**src/rtl/sensor_sync_pkg.sv**
```systemverilog
package sensor_sync_pkg;
  localparam int unsigned CNT_W = 12;
  typedef logic [CNT_W-1:0] cnt_t;

  // Last position of a period; a zero total has no last position.
  function automatic logic period_last(input cnt_t cnt, input cnt_t total);
    return (total != '0) && (cnt >= total - cnt_t'(1));
  endfunction

  // Strobe is low while the position lies inside the pulse window.
  function automatic logic in_window(input cnt_t cnt, input cnt_t width);
    return cnt < width;
  endfunction
endpackage

```
**src/rtl/ss_period_cnt.sv**
```systemverilog
module ss_period_cnt
  import sensor_sync_pkg::*;
#(
  parameter int unsigned W = CNT_W
) (
  input  logic         clk,
  input  logic         rst_n,
  input  logic         clr,
  input  logic         step,
  input  logic [W-1:0] total,
  output logic [W-1:0] cnt,
  output logic         last
);
  localparam logic [W-1:0] ONE = W'(1);

  assign last = (total != '0) && (cnt >= total - ONE);

  always_ff @(posedge clk or negedge rst_n) begin
    if (!rst_n)                    cnt <= '0;
    else if (clr || total == '0)   cnt <= '0;
    else if (step)                 cnt <= last ? '0 : cnt + ONE;
  end

  // a wrap always returns the position to zero
  assert_wrap_zero_R3: assert property (@(posedge clk) disable iff (!rst_n)
    (step && last) |=> (cnt == '0));

  // with a steady total the position stays inside the period
  assert_in_period_R3: assert property (@(posedge clk) disable iff (!rst_n)
    (total != '0 && cnt < total && $stable(total)) |=> (cnt < total || total != $past(total)));
endmodule

```
**src/rtl/ss_sync_drive.sv**
```systemverilog
module ss_sync_drive (
  input  logic clk,
  input  logic rst_n,
  input  logic drive,
  input  logic fire,
  output logic sync_n,
  output logic sync_oe
);
  always_ff @(posedge clk or negedge rst_n) begin
    if (!rst_n) begin
      sync_n  <= 1'b1;
      sync_oe <= 1'b0;
    end else begin
      sync_oe <= drive;
      sync_n  <= !(drive && fire);
    end
  end

  // a released strobe always idles high
  assert_release_idle_R1: assert property (@(posedge clk) disable iff (!rst_n)
    !sync_oe |-> sync_n);
endmodule

```
**src/rtl/sensor_sync_gen.sv**
```systemverilog
module sensor_sync_gen
  import sensor_sync_pkg::*;
(
  input  logic             clk,
  input  logic             rst_n,
  input  logic             slave_en,
  input  logic [CNT_W-1:0] line_len,
  input  logic [CNT_W-1:0] frame_lines,
  input  logic [CNT_W-1:0] pulse_len,
  output logic             hsync_n,
  output logic             hsync_oe,
  output logic             vsync_n,
  output logic             vsync_oe
);
  cnt_t h_pos, v_line;
  logic h_last, v_last;
  logic h_run, v_run;
  logic hs_fire, vs_fire;

  assign h_run = slave_en && (line_len != '0);
  assign v_run = h_run && (frame_lines != '0);

  ss_period_cnt #(.W(CNT_W)) u_hcnt (
    .clk(clk), .rst_n(rst_n), .clr(!slave_en), .step(1'b1),
    .total(line_len), .cnt(h_pos), .last(h_last)
  );

  ss_period_cnt #(.W(CNT_W)) u_vcnt (
    .clk(clk), .rst_n(rst_n), .clr(!h_run), .step(h_last),
    .total(frame_lines), .cnt(v_line), .last(v_last)
  );

  // Named events for the checks below
  assign hs_fire = h_run && in_window(h_pos, pulse_len);
  assign vs_fire = v_run && (v_line == '0) && hs_fire;

  ss_sync_drive u_hdrv (
    .clk(clk), .rst_n(rst_n), .drive(slave_en), .fire(hs_fire),
    .sync_n(hsync_n), .sync_oe(hsync_oe)
  );

  ss_sync_drive u_vdrv (
    .clk(clk), .rst_n(rst_n), .drive(slave_en), .fire(vs_fire),
    .sync_n(vsync_n), .sync_oe(vsync_oe)
  );

  // a vertical pulse is always inside a horizontal pulse
  assert_vs_in_hs_R4: assert property (@(posedge clk) disable iff (!rst_n)
    !vsync_n |-> !hsync_n);

  // master mode releases both strobes on the next edge
  assert_master_release_R1: assert property (@(posedge clk) disable iff (!rst_n)
    !slave_en |=> (!hsync_oe && !vsync_oe));

  // slave mode enables both strobes on the next edge
  assert_slave_drive_R2: assert property (@(posedge clk) disable iff (!rst_n)
    slave_en |=> (hsync_oe && vsync_oe));

  // zero line length keeps both strobes idle
  assert_zero_line_idle_R6: assert property (@(posedge clk) disable iff (!rst_n)
    (line_len == '0) |=> (hsync_n && vsync_n));

  // zero frame length keeps the vertical strobe idle
  assert_zero_frame_idle_R6: assert property (@(posedge clk) disable iff (!rst_n)
    (frame_lines == '0) |=> vsync_n);

  // the frame counter only advances at a line wrap
  assert_line_step_R4: assert property (@(posedge clk) disable iff (!rst_n)
    (v_run && !h_last && $stable(frame_lines)) |=> $stable(v_line));

  logic unused_v_last;
  assign unused_v_last = v_last;
endmodule

```
**config.mk**
```make
export PLATFORM = sky130hd
export DESIGN_NAME = sensor_sync_gen
export DESIGN_NICKNAME = d
export VERILOG_FILES = /design/src/rtl/sensor_sync_pkg.sv /design/src/rtl/ss_period_cnt.sv /design/src/rtl/ss_sync_drive.sv /design/src/rtl/sensor_sync_gen.sv
export SDC_FILE = /design/constraint.sdc
export NUM_CORES = 1
export LEC_CHECK = 0
export BUFFER_PORTS_ARGS = -buffer_cell sky130_fd_sc_hd__buf_2
export CAP_MARGIN = 20
export CORE_MARGIN = 5
export CORE_UTILIZATION = 57
export CTS_CLUSTER_DIAMETER = 80
export CTS_CLUSTER_SIZE = 12
export DETAILED_ROUTE_END_ITERATION = 7
export PLACE_DENSITY = 0.81
export SLEW_MARGIN = 40
export SYNTH_ARGS = -nofsm -noshare
export SYNTH_HDL_FRONTEND = slang
export SYNTH_SLANG_ARGS = --single-unit
```
**constraint.sdc**
```tcl
create_clock -name clk -period 2.47 [get_ports clk]
set_input_delay 0.3705 -clock clk [delete_from_list [all_inputs] [get_ports clk]]
set_output_delay 0.3705 -clock clk [all_outputs]
set_load 0.02 [all_outputs]
```
==> results.py <==
metrics = {
    "outcome": {
        "status": "finished with violations",
        "violations": "negative setup slack",
    },
    "worst_setup_path": {
        "cp-end-kind": "flop",
        "r2r_start": "u_vcnt.cnt[0]",
        "worstSetupPathType": "in2reg",
        "r2r_slack_ns": 0.14,
        "critPathLaunchType": "input port",
        "required_ns": 2.64,
        "cp_max_fo": 5,
        "arrival_ns": 2.85,
        "worstRegToRegCells": 9,
        "r2r-end": "u_vcnt.cnt[10]",
        "startpoint": "line_len[8]",
    },
    "yosys": {
        "synth_edf_count": 0,
        "synth_cells": 283,
        "syn_nets": 363,
        "async_flop_share_pct": 100,
        "yosysWarnings": 0,
        "synthTopCellsByCount": "ha_1 (41), nor2_1 (29), dfrtp_1 (25)",
        "syn_area_mm2": 0.00252,
        "synth_top_area_share_pct": 24.8,
        "synth_area_per_cell_um2": 8.90,
        "ys_ff_latch": 27,
        "yosysMostFrequentCell": "ha_1",
        "synth_area_leaders": "dfrtp_1 (25%), ha_1 (20%), xnor2_1 (5.9%)",
        "ys_types": 40,
        "yosysSeqAreaShare_pct": 26.9,
        "ys.flop_type": "dfrtp_1",
        "yosysTopAreaCell": "dfrtp_1",
    },
    "drt": {
        "viasPerCell": 5.81,
        "wl_per_cell_um": 16.1,
        "post-route-drc-count": 0,
        "drtAntennaViolNets": 0,
        "drtIter0Drc": 113,
        "vias": 2506,
        "wl_um": 6950,
        "first_pass_iters": 4,
    },
    "clocking": {
        "cts_tree": "done",
        "ctsHoldBuffers": 0,
        "cts-htree-levels": 1,
        "cts_max_path_buffers": 2,
        "cts_root_buffer": "clkbuf_8",
        "clock-sinks": 27,
        "numCtsBuffers": 3,
        "clk_pin_slew_worst_paths_ns": 0.10,
        "clock_latency_ns": 0.27,
    },
    "power": {
        "p_per_area_mw_per_mm2": 308,
        "ir_drop_mv": 0.233,
        "p_leak_nw": 1.79,
    },
    "sta": {
        "slew_headroom_pct": 55.5,
        "slew_violations": 0,
        "setup_violations": 12,
        "rsz0062_at_grt": "yes",
        "fin_ws_ns": -0.215,
        "fin_skew_ns": 0.00248,
        "holdWs_ns": 0.0870,
        "fmax_ghz": 0.372,
        "finalHoldViolCount": 0,
        "tightest_slew_ns": 0.650,
        "fin_crit_sh_pct": 109,
        "min_period_ns": 2.69,
    },
    "grt": {
        "grt_max_degree": 28,
        "grt_pass1_vias": 2605,
        "track_usage_pct": 22.9,
        "antenna_found_initial": 0,
        "grt_overflow": 0,
        "grt_pass1_wl_um": 11400,
    },
    "die": {
        "initial_core_util_pct": 58.2,
        "die_w_um": 76.5,
        "dieArea_mm2": 0.00585,
        "die_h_um": 76.5,
        "rows": 24,
        "core_area_mm2": 0.00432,
        "ioPinCount": 43,
    },
    "layout": {
        "syn2layout_area_growth_pct": 37.7,
        "final.fill_count": 242,
        "nets": 460,
        "drive_gt1_share_pct": 36.1,
        "instances_no_fill": 431,
        "antenna_cells": 0,
    },
    "worst_hold_path": {
        "hold_path_class": "in2async",
    },
    "placed_design": {
        "io_buffers": 42,
        "dp.cells": 413,
        "hpwl_um": 4770,
        "gp_congestion": 0.863,
    },
    "job": {
        "cap_violations": 0,
    },
}
worst max-delay path by stage:
stage	depth (start not counted)	endpoint
2_1_floorplan	12	u_vcnt.cnt[10]
3_3_place_gp	12	u_vcnt.cnt[11]
3_5_place_dp	12	u_vcnt.cnt[11]
4_1_cts	13	u_vcnt.cnt[11]
5_1_grt	13	u_vcnt.cnt[11]
6_report	13	u_vcnt.cnt[11]
through the flow:
stage,utilization (%),setup TNS (ns),power [mW],area (um^2),setup WS [ns]
floorplan,-,-1.36,0.630,2620,-0.132
global placement,72.9,-5.83,0.753,3150,-0.375
detailed placement,72.9,-7.81,0.768,3150,-0.497
CTS,76.8,-0.927,1.05,3320,-0.115
global route,80.2,-4.03,1.13,3470,-0.327
finish,80.2,-1.69,1.07,3470,-0.215
cells by family after synthesis:
family	Yosys count	share of synthesized area (%)
and+or+nand+nor	108	23.1
DFF	27	26.9
AOI/OAI and AO/OA	49	13.7
adders and majority gates	41	20.4
buffers and inverters	27	4.97
xor gates and xnor gates	30	10.4
muxes	1	0.447
layer usage:
| metal | up-vias | wire length (um) | GRT usage, % |
|---|---|---|---|
| met4 | 0 | 132 | 6.47 |
| met2 | 73 | 3780 | 43.7 |
| li1 | 1207 | - | - |
| met5 | - | 0 | 0 |
| met3 | 13 | 269 | 2.60 |
| met1 | 1213 | 2770 | 26.3 |
repair_timing:
| action | in CTS | in global routing |
|---|---|---|
| endpoints found under the setup margin | 12 | 24 |
| gates cloned | 1 | 1 |
| pin swaps | 4 | 17 |
| setup buffers | 8 | 4 |
| resized for setup | 13 | 24 |
critical path, stage by stage:
cell,delay [ns]
buf_6,0.10
or4_4,0.58
buf_12,0.16
nor3_4,0.17
xnor2_1,0.16
ha_1,0.28
nand2_1,0.08
o21ai_2,0.07
nor3_2,0.22
o21ai_4,0.11
nor2b_4,0.16
buf_6,0.12
a221o_1,0.28
layout by cell type (no fill, tap or decap), types with 7 or more instances in the layout:
cell type / netlist / layout
buf_4: 2 / 47
ha_1: 41 / 38
buf_2: 1 / 37
nor2_1: 29 / 28
dfrtp_1: 25 / 25
inv_1: 21 / 17
xnor2_1: 17 / 16
xor2_1: 13 / 13
nand2_1: 12 / 11
and3_1: 12 / 11
nor2b_1: 11 / 11
a22o_1: 10 / 10
buf_6: 2 / 10
nand3_1: 9 / 9
o21ai_0: 15 / 9
a21oi_1: 11 / 7
where the power goes:
| group | leakage, nW | internal [mW] | switching, mW |
|---|---|---|---|
| combinational | 1.40 | 0.168 | 0.162 |
| clock | 0.0261 | 0.118 | 0.149 |
| sequential | 0.363 | 0.457 | 0.0146 |
flip-flops by register name, indices dropped and copies added (netlist names):
signal,count
u_vdrv.sync_n,1
u_vcnt.cnt,12
u_hcnt.cnt,12
u_vdrv.sync_oe,1
u_hdrv.sync_n,1
area by class of cell:
| cell class | count | area, um^2 | area share [%] |
|---|---|---|---|
| multi-input combinational | 230 | 1900 | 54.7 |
| timing repair buffer | 96 | 686 | 19.8 |
| sequential | 27 | 678 | 19.6 |
| inverter | 22 | 92.6 | 2.67 |
| tap | 52 | 65.1 | 1.88 |
| clock buffer | 3 | 41.3 | 1.19 |
| clock inverter | 1 | 8.76 | 0.253 |
No activity file was read; power rests on OpenSTA's default activity.
